$ cat src/rtl/regbank_pkg.sv
package regbank_pkg;
  localparam int DW = 8;
  localparam int AW = 4;
  localparam int A_PAGE = 2;
  localparam int A_PRD  = 3;
  localparam int A_ALT  = 11;

  function automatic logic [DW-1:0] wmask(input int idx);
    case (idx)
      1:       return 8'h7F;
      2:       return 8'hF7;
      3:       return 8'h1F;
      default: return 8'hFF;
    endcase
  endfunction

  function automatic logic [DW-1:0] rst_val(input int idx);
    if (idx == 1 || idx == 5 || idx == 6) return 8'h03;
    return 8'h00;
  endfunction

  function automatic logic [AW-1:0] grp_top(input logic [AW-1:0] p, input int g2);
    if (p < AW'(4))       return AW'(3);
    if (p < AW'(8))       return AW'(7);
    if (p <= AW'(g2))     return AW'(g2);
    return p;
  endfunction
endpackage

$ cat src/rtl/rb_pointer.sv
module rb_pointer
  import regbank_pkg::*;
#(
  parameter int G2_TOP = 13,
  parameter int CW     = 3
) (
  input  logic          clk,
  input  logic          rst_n,
  input  logic          addr_ld,
  input  logic [AW-1:0] addr_in,
  input  logic          wr_acc,
  input  logic          rd_acc,
  input  logic [DW-1:0] wr_data,
  input  logic [CW-1:0] r2_sc,
  output logic [AW-1:0] ptr,
  output logic [CW-1:0] col
);
  logic [AW-1:0] ptr_n;
  logic [CW-1:0] col_n;
  logic          step;
  logic [AW-1:0] top;

  assign step = wr_acc | rd_acc;
  assign top  = grp_top(ptr, G2_TOP);

  always_comb begin
    ptr_n = ptr;
    col_n = col;
    if (addr_ld) begin
      ptr_n = addr_in;
      col_n = r2_sc;
    end else begin
      if (step && ptr < top) ptr_n = ptr + 1'b1;
      if (wr_acc && ptr == AW'(A_PAGE)) col_n = wr_data[CW-1:0];
      else if (wr_acc && ptr == AW'(A_PRD)) col_n = col + 1'b1;
    end
  end

  always_ff @(posedge clk or negedge rst_n) begin
    if (!rst_n) begin
      ptr <= '0;
      col <= '0;
    end else begin
      ptr <= ptr_n;
      col <= col_n;
    end
  end

  AST_LD_PTR: assert property (@(posedge clk) disable iff (!rst_n)
    addr_ld |=> ptr == $past(addr_in));
  AST_PRD_HOLD: assert property (@(posedge clk) disable iff (!rst_n)
    (step && ptr == AW'(A_PRD)) |=> ptr == AW'(A_PRD));
  AST_STEP_ONE: assert property (@(posedge clk) disable iff (!rst_n)
    step |=> (ptr == $past(ptr) || ptr == $past(ptr) + 1'b1));
  AST_COL_STEP: assert property (@(posedge clk) disable iff (!rst_n)
    (wr_acc && ptr == AW'(A_PRD)) |=> col == $past(col) + 1'b1);
endmodule

$ cat src/rtl/rb_regfile.sv
module rb_regfile
  import regbank_pkg::*;
#(
  parameter int NREG = 14,
  parameter int NCOL = 8,
  parameter int CW   = 3
) (
  input  logic               clk,
  input  logic               rst_n,
  input  logic               wr_acc,
  input  logic [AW-1:0]      ptr,
  input  logic [CW-1:0]      col,
  input  logic [DW-1:0]      wr_data,
  output logic [NREG*DW-1:0] regs_flat,
  output logic [DW-1:0]      alt_q,
  output logic [NCOL*DW-1:0] pr_flat
);
  logic alt_sel;
  logic alt_we;
  logic prd_we;

  assign alt_sel = regs_flat[0];
  assign alt_we  = wr_acc && ptr == AW'(A_ALT) && alt_sel;
  assign prd_we  = wr_acc && ptr == AW'(A_PRD);

  for (genvar i = 0; i < NREG; i++) begin : g_reg
    logic we;
    assign we = wr_acc && ptr == AW'(i) && !(i == A_ALT && alt_sel);
    always_ff @(posedge clk or negedge rst_n) begin
      if (!rst_n)  regs_flat[i*DW +: DW] <= rst_val(i);
      else if (we) regs_flat[i*DW +: DW] <= wr_data & wmask(i);
    end
  end

  always_ff @(posedge clk or negedge rst_n) begin
    if (!rst_n)      alt_q <= '0;
    else if (alt_we) alt_q <= wr_data;
  end

  for (genvar j = 0; j < NCOL; j++) begin : g_ent
    logic we;
    assign we = prd_we && col == CW'(j);
    always_ff @(posedge clk or negedge rst_n) begin
      if (!rst_n)  pr_flat[j*DW +: DW] <= '0;
      else if (we) pr_flat[j*DW +: DW] <= wr_data & wmask(A_PRD);
    end
  end

  AST_FIXED_ZERO: assert property (@(posedge clk) disable iff (!rst_n)
    regs_flat[1*DW+7] == 1'b0 && regs_flat[2*DW+3] == 1'b0 &&
    regs_flat[3*DW+5 +: 3] == 3'b000);
  AST_ALT_KEEP: assert property (@(posedge clk) disable iff (!rst_n)
    alt_we |=> $stable(regs_flat[A_ALT*DW +: DW]));
  AST_HIGH_IGNORE: assert property (@(posedge clk) disable iff (!rst_n)
    (wr_acc && ptr >= AW'(NREG)) |=> ($stable(regs_flat) && $stable(alt_q) && $stable(pr_flat)));
endmodule

$ cat src/rtl/rb_readmux.sv
module rb_readmux
  import regbank_pkg::*;
#(
  parameter int NREG = 14
) (
  input  logic [AW-1:0]      ptr,
  input  logic [NREG*DW-1:0] regs_flat,
  input  logic [DW-1:0]      alt_q,
  output logic [DW-1:0]      rd_data
);
  always_comb begin
    rd_data = '0;
    for (int i = 0; i < NREG; i++) begin
      if (ptr == AW'(i)) rd_data = regs_flat[i*DW +: DW];
    end
    if (ptr == AW'(A_ALT) && regs_flat[0]) rd_data = alt_q;
  end
endmodule

$ cat src/rtl/ctrl_regbank.sv
module ctrl_regbank
  import regbank_pkg::*;
#(
  parameter int NREG   = 14,
  parameter int NCOL   = 8,
  parameter int G2_TOP = 13
) (
  input  logic               clk,
  input  logic               rst_n,
  input  logic               addr_ld,
  input  logic [3:0]         addr_in,
  input  logic               wr_en,
  input  logic [7:0]         wr_data,
  input  logic               rd_en,
  output logic [7:0]         rd_data,
  output logic [NREG*8-1:0]  cfg_flat,
  output logic [7:0]         alt11_q,
  output logic [NCOL*8-1:0]  pr_flat
);
  localparam int CW = $clog2(NCOL);

  logic          wr_acc;
  logic          rd_acc;
  logic [AW-1:0] ptr;
  logic [CW-1:0] col;

  assign wr_acc = wr_en & ~addr_ld;
  assign rd_acc = rd_en & ~addr_ld & ~wr_en;

  rb_pointer #(.G2_TOP(G2_TOP), .CW(CW)) u_ptr (
    .clk(clk), .rst_n(rst_n), .addr_ld(addr_ld), .addr_in(addr_in),
    .wr_acc(wr_acc), .rd_acc(rd_acc), .wr_data(wr_data),
    .r2_sc(cfg_flat[A_PAGE*DW +: CW]), .ptr(ptr), .col(col)
  );

  rb_regfile #(.NREG(NREG), .NCOL(NCOL), .CW(CW)) u_rf (
    .clk(clk), .rst_n(rst_n), .wr_acc(wr_acc), .ptr(ptr), .col(col),
    .wr_data(wr_data), .regs_flat(cfg_flat), .alt_q(alt11_q), .pr_flat(pr_flat)
  );

  rb_readmux #(.NREG(NREG)) u_rd (
    .ptr(ptr), .regs_flat(cfg_flat), .alt_q(alt11_q), .rd_data(rd_data)
  );

  AST_HIGH_READ_ZERO: assert property (@(posedge clk) disable iff (!rst_n)
    (rd_en && ptr >= AW'(NREG)) |-> rd_data == 8'h00);
endmodule

$ cat config.mk
export PLATFORM = sky130hd
export DESIGN_NAME = ctrl_regbank
export DESIGN_NICKNAME = d
export VERILOG_FILES = /design/src/rtl/regbank_pkg.sv /design/src/rtl/rb_pointer.sv /design/src/rtl/rb_regfile.sv /design/src/rtl/rb_readmux.sv /design/src/rtl/ctrl_regbank.sv
export SDC_FILE = /design/constraint.sdc
export NUM_CORES = 1
export LEC_CHECK = 0
export ABC_AREA = 0
export ABC_CLOCK_PERIOD_IN_PS = 4300
export BUFFER_PORTS_ARGS = -buffer_cell sky130_fd_sc_hd__buf_2
export CAP_MARGIN = 20
export CORE_UTILIZATION = 60
export CTS_BUF_LIST = sky130_fd_sc_hd__clkbuf_4
export CTS_CLUSTER_DIAMETER = 80
export DETAILED_ROUTE_END_ITERATION = 6
export HOLD_SLACK_MARGIN = 0.02
export PLACE_DENSITY = 0.88
export SYNTH_ARGS = -nofsm -noshare
export SYNTH_HDL_FRONTEND = slang
export SYNTH_HIERARCHICAL = 1
export SYNTH_SLANG_ARGS = --single-unit
$ cat constraint.sdc
create_clock -name clk -period 4.3 [get_ports clk]
set_clock_uncertainty 0.15 [all_clocks]
set_input_delay 0.43 -clock clk [delete_from_list [all_inputs] [get_ports clk]]
set_output_delay 0.43 -clock clk [all_outputs]
set_load 0.01 [all_outputs]
; After elaboration in Yosys (flattened, before gate mapping)
; Cells that the tools add are included.
[op_classes]
n_addsub = 2
order_cmp = 4
n_eq_ne = 20
muxes = 32
n_bitwise = 6
reduce_logical = 31
[op_table]
columns = operator, n
row1 = $mux 8, 15
row2 = $mux 4, 8
row3 = $logic_and 1x1->1, 26
row4 = $eq 4x4->1 const B, 6
row5 = $eq 4x3->1 const B, 4
row6 = $eq 3x3->1 const B, 4
row7 = $mux 3, 3
row8 = $eq 4x2->1 const B, 2
row9 = $eq 3x2->1 const B, 2
row10 = $mux 1, 6
row11 = $add 4x1->4 const B, 1
row12 = $eq 4x1->1 const B, 1
row13 = $le 4x4->1 const B, 1
row14 = $logic_not 4->1, 1
row15 = $lt 4x3->1 const B, 1
row16 = $lt 4x4->1, 1
row17 = $lt 4x4->1 const B, 1
row18 = $add 3x1->3 const B, 1
row19 = $and 1x1->1, 3
row20 = $eq 3x1->1 const B, 1
row21 = $logic_not 3->1, 1
row22 = $reduce_bool 3->1, 1
row23 = $not 1->1, 2
row24 = $reduce_bool 2->1, 1
row25 = 2 further kinds, 2
[totals]
ff_bits = 162
inputBits = 17
output_inout_bits = 192
word_cells = 120

; Longest topological paths before layout
[logic_depth]
word_depth = 16
mapped_depth = 9
depth_no_buf = 9

; Modules after synthesis
; The synthesis kept the hierarchy.
[by_module_without_submodules]
columns = module, n_inst, cells_per_inst, area_each_um2
row1 = rb_regfile, 1, 401, 6284.8
row2 = rb_readmux, 1, 222, 1587.8
row3 = rb_pointer, 1, 65, 573.0
row4 = ctrl_regbank, 1, 2, 18.8

; Worst setup path after synthesis
; Ideal clock, no wire load.
[synth_path]
path_type = reg-to-reg
from = register u_ptr.ptr[1]
to = register u_ptr.ptr[3]
setup_ns = 0.132
t_arrival_ns = 2.162
setup_slack_ns = 1.856
stages_incl_launch_ff = 10
n_path_buf = 0
path_cell_list = dfrtp_1 inv_1 ha_1 nor2_1 a31oi_1 ha_1 or2_2 a211oi_1 xnor2_1 o21ai_1
[synth_between]
elab_chain_len = 10
elab_cells_between_ends = 20
classes_between = add/sub: 1 / order compare: 4 / mux: 13 / reduce/logical: 2
[synth_lines]
columns = element, line
row1 = start: declaration, rb_pointer.sv:15  ; output logic [AW-1:0] ptr,
row2 = start signal: assignment, rb_pointer.sv:44  ; ptr <= ptr_n;
row3 = $le 4x4->1, regbank_pkg.sv:25  ; if (p <= AW'(g2)) return AW'(g2);
row4 = $mux 1 (2 in series), regbank_pkg.sv:25
row5 = $mux 1, regbank_pkg.sv:24  ; if (p < AW'(8)) return AW'(7);
row6 = $mux 4, regbank_pkg.sv:26  ; return p;
row7 = $mux 4, regbank_pkg.sv:25
row8 = $mux 4, regbank_pkg.sv:24
row9 = $lt 4x4->1, rb_pointer.sv:33  ; if (step && ptr < top) ptr_n = ptr + 1'b1;
row10 = $logic_and 1x1->1, rb_pointer.sv:33
row11 = $reduce_bool 2->1 (no line), n/a
; Several ways; a longest one is shown, not always the timed one. The select of a mux whose other input is x is not followed.
; A chain may end at the register's enable or synchronous reset.

; Worst setup path in the final report
[layout_path]
from = register u_ptr.ptr[0]
to = output port rd_data[0]
[layout_between]
elab_chain_len = 16
elab_cells_between_ends = 30
classes_between = eq/ne: 13 / mux: 15 / reduce/logical: 2
[layout_lines]
columns = element, line
row1 = $logic_not 4->1, rb_readmux.sv:14  ; if (ptr == AW'(i)) rd_data = regs_flat[i*DW +: DW];
row2 = $mux 8 (14 in series), rb_readmux.sv:14
row3 = $mux 8 (*), rb_readmux.sv:16  ; if (ptr == AW'(A_ALT) && regs_flat[0]) rd_data = alt_q;
row4 = end: declaration, ctrl_regbank.sv:15  ; output logic [7:0] rd_data,
; Mark *: on every way between the ends. The rest lies on a longest branch, timed or not.

==> impl_results.md <==
* Maximum achievable frequency at 265 MHz
* Kind of cell adding the most delay to the critical path: flip-flops
* Cell type with the highest occurrence count on the critical path: nand3_1
* Per-instance average area after synthesis at ~12 um2
* Height of the die at approximately 120 um
* CTS H-Tree Depth at 4
* Clock buffer count from CTS at 17
* Hold Path Stages at 3
* Library cell contributing the largest single delay on the critical path: dfrtp_2
* Bufs and invs on worst path at 2
* Post-synth EDFFs at 0
* Distinct cells, synth at 84
* Maximum fanout along the worst path at 38
* Clock tree from TritonCTS: done
* Final critical delay including setup and external delays at 3.78 ns
* Fraction of the yosys area taken by sequential cells at 0.480
* Relative slew slack at 0.282
* Antenna violations before repair at 1
* Leakage power total at between 4 and 5 nW
* Die ar. at 14600 um2
* Data arrival, critical path at 3.20 ns
* RSZ-0062 raised after global routing: no
* Most area-hungry cell type in the Yosys netlist: dfrtp_1
* Congestion Overflow GR at 0
* Most frequent standard cell in the layout excluding fill and tap cells: buf_2
* Total negative setup slack at 0 ns
* Final hold violation count at 0
* Max cap viols at 0
* Overall Global Routing Usage at 0.323
* Wire length on met3 at 2.12 mm
* Top-level I/O count at 209
* Drt pass-1 iters at 6
* Number of nets in the final layout at 877
* Maximum single-stage delay on the critical path at 0.84 ns
* RR Endpoint: u_ptr/ptr[0]$_DFFE_PN0P_
* Final setup violating endpoints at 0
* Number of DRC markers in iteration 0 at approximately 570
* Number of buffers on the longest clock path at 2
* Count of yosys warnings during synthesis at 6
* Post-DP HPWL at approximately 16 mm
* Critical setup path kind: reg2out
* Number of setup buffers added after CTS at 0
* Area Growth Syn to Fin at 12.9%
* Maximum number of pins on one net before global-route repair at between 100 and 150
* Synth Instances at 690
* Total power divided by cell area at between 600 and 700 nW/um2
* Run status: finished clean
* Root cell of the clock tree: clkbuf_4
* Share of the clock period used by the worst path at 0.879
* Type of origin of the critical path: flop
* Filler Cells Inserted at 1005
* R2R setup slack at 0.98 ns
* Uppermost layer routed: met4
* Total Power Consumption at ~5.9 mW
* Share of async-settable or async-resettable flops after synthesis at 1.00
* Clock-pin transition on the worst setup and hold timing paths at 0.12 ns
* Required time of the critical path at 3.72 ns
* Pin slew with the least headroom to its limit at 1.08 ns
* Top library cells by usage in the layout, fill and taps aside: buf_2 (178), dfrtp_1 (153), mux2_2 (150)
* Worst VDD drop at about 0.32 mV
* Core footprint at 13800 um2
* TritonCTS sink count at 162
* Average wire per standard cell at 21.7 um
* R2r worst-path depth at 9
* Effective utilization at floorplan at 0.612
* Summed instance area of the synthesized netlist at 8460 um2
* Worst skew pair latency at 0.58 ns
* Standard-cell rows at 43
* Routed vias at 6554
* Total of buffers placed on input and output ports at 179
* Synth top area share at 0.461
* FF/Latch Area at 4070 um2
* Most instantiated flip-flop cell in the synthesis netlist: dfrtp_1
* Die width at 121 um
* Placer's final routability congestion estimate at 0.964
* Register bit total from synthesis at 162
* Final cell count without fillers at 1048
* Met2 Routed Length at ~11 mm
* Max-slew violation count at 0
* Worst setup EP type: output port
* Routed Wire Length at 22.7 mm
* Final Util at 0.691
* Share of cells above drive strength 1 at 0.487
* Routed length on met1 at about 8.9 mm
* Hold_sp: addr_ld
* Multi-input gate area in the final layout at roughly 4000 um2
* FF-to-FF Start: u_ptr/ptr[1]$_DFFE_PN0P_
* Worst setup slack after layout at 0.520 ns
* Min-Delay Endpoint: u_ptr/ptr[0]$_DFFE_PN0P_
* Via count of the first global-routing pass at 6249
* Critical path, cell by cell: buf_4, and2b_1, nand3_1, a2bb2oi_1, o2111ai_1, nand3_1, buf_2
* DRC viols at 0
* Placement-stage worst setup slack at 1.05 ns
* Post-DR vias/cell at 6.25
* Wire length of the first global-routing pass at 35.3 mm
* Placed Cells incl. Taps at 1010
* Top cells by area in the synthesized netlist: dfrtp_1 (46%), mux2_2 (20%), buf_4 (3.4%)
* Antenna violation net count after detailed routing at 0
* Class of the worst hold path: in2reg
==> sequential cells by signal, indices dropped and copies added (netlist names) <==
signal	count
u_rf/pr_flat	40
u_rf/regs_flat	107
u_ptr/col	3
u_ptr/ptr	4
u_rf/alt_q	8
==> where the power goes <==
group	switching (mW)	total (mW)	leakage, nW	internal, mW
clock network	0.516	0.863	0.150	0.347
registers	0.656	2.73	2.10	2.08
logic	1.13	2.26	2.55	1.13
total	2.31	5.86	4.80	3.55
==> synthesized netlist by cell type, types with 4 or more instances <==
cell	n
a21o_1	4
a21oi_1	26
a22oi_1	4
a31oi_1	5
and2b_1	4
buf_2	12
buf_4	38
buf_6	8
clkbuf_1	14
dfrtp_1	156
dfstp_2	6
ha_1	6
inv_1	7
mux2_1	6
mux2_2	150
mux2_4	8
mux2i_1	12
nand2_1	23
nand2b_1	10
nand3_1	15
nand3b_1	5
nor2_1	15
nor2_2	7
nor2b_1	11
nor3_1	8
nor3b_2	5
o2111ai_1	4
o21ai_0	16
o21ai_1	7
o221ai_1	4
o22ai_1	15
==> worst max-delay path by stage <==
| stage | startpoint | end | slack [ns] | cells after the start |
|---|---|---|---|---|
| 2_1_floorplan | u_ptr/ptr[1]$_DFFE_PN0P_ | u_ptr/ptr[3]$_DFFE_PN0P_ | 1.86 | 9 |
| 3_3_place_gp | u_ptr/ptr[1]$_DFFE_PN0P_ | u_ptr/ptr[3]$_DFFE_PN0P_ | 1.26 | 9 |
| 3_5_place_dp | u_ptr/ptr[1]$_DFFE_PN0P_ | u_ptr/ptr[3]$_DFFE_PN0P_ | 1.05 | 9 |
| 4_1_cts | u_ptr/ptr[0]$_DFFE_PN0P_ | rd_data[0] | 0.60 | 7 |
| 5_1_grt | u_ptr/ptr[3]$_DFFE_PN0P_ | rd_data[7] | 0.40 | 5 |
| 6_report | u_ptr/ptr[0]$_DFFE_PN0P_ | rd_data[0] | 0.52 | 7 |
==> logic make-up after synthesis <==
kind of cell / Yosys count / synth area share
buffers and inverters: 83 / 0.0639
AND/OR/NAND/NOR: 142 / 0.111
flip-flops: 162 / 0.480
adder cells (fa/ha/maj): 6 / 0.00887
AO/OA/AOI/OAI: 117 / 0.0940
multiplexers: 178 / 0.241
other: 1 / 0.000443
XOR/XNOR: 1 / 0.00103
==> per-layer routing <==
| metal | up-vias | global-route usage |
|---|---|---|
| met5 | - | 0 |
| met4 | 0 | 0.150 |
| met3 | 89 | 0.0967 |
| met2 | 428 | 0.507 |
| met1 | 3228 | 0.410 |
| li1 | 2809 | - |
==> worst register-to-register path: cells and delay by family, from the launching register on <==
kind / cells / cell delay (ns)
flops: 1 / 1.09
compound gates: 3 / 0.62
fa+ha+maj: 2 / 0.59
simple gates: 3 / 0.57
buf+inv: 1 / 0.22
==> metrics by stage <==
step | hold WS [ns] | area, um2
2_1_floorplan | -0.0156 | 8570
3_3_place_gp | 0.333 | 9240
3_5_place_dp | 0.337 | 9240
4_1_cts | 0.0560 | 9550
5_1_grt | 0.0891 | 9560
6_report | 0.0903 | 9560
==> timing repair <==
item | in CTS | in global routing
setup endpoints to repair | 0 | 0
resized for setup | 0 | 0
hold buffers | 5 | 0
hold endpoints to repair | 106 | 0
==> layout make-up <==
class | instances | share of cell area
Sequential cell | 162 | 0.425
Multi-Input combinational cell | 473 | 0.415
Timing Repair Buffer | 190 | 0.104
Tap cell | 180 | 0.0236
Clock buffer | 19 | 0.0149
Clock inverter | 13 | 0.0124
Inverter | 10 | 0.00393
Antenna cell | 1 | 0.000262
(Power assumes the default switching activity.)
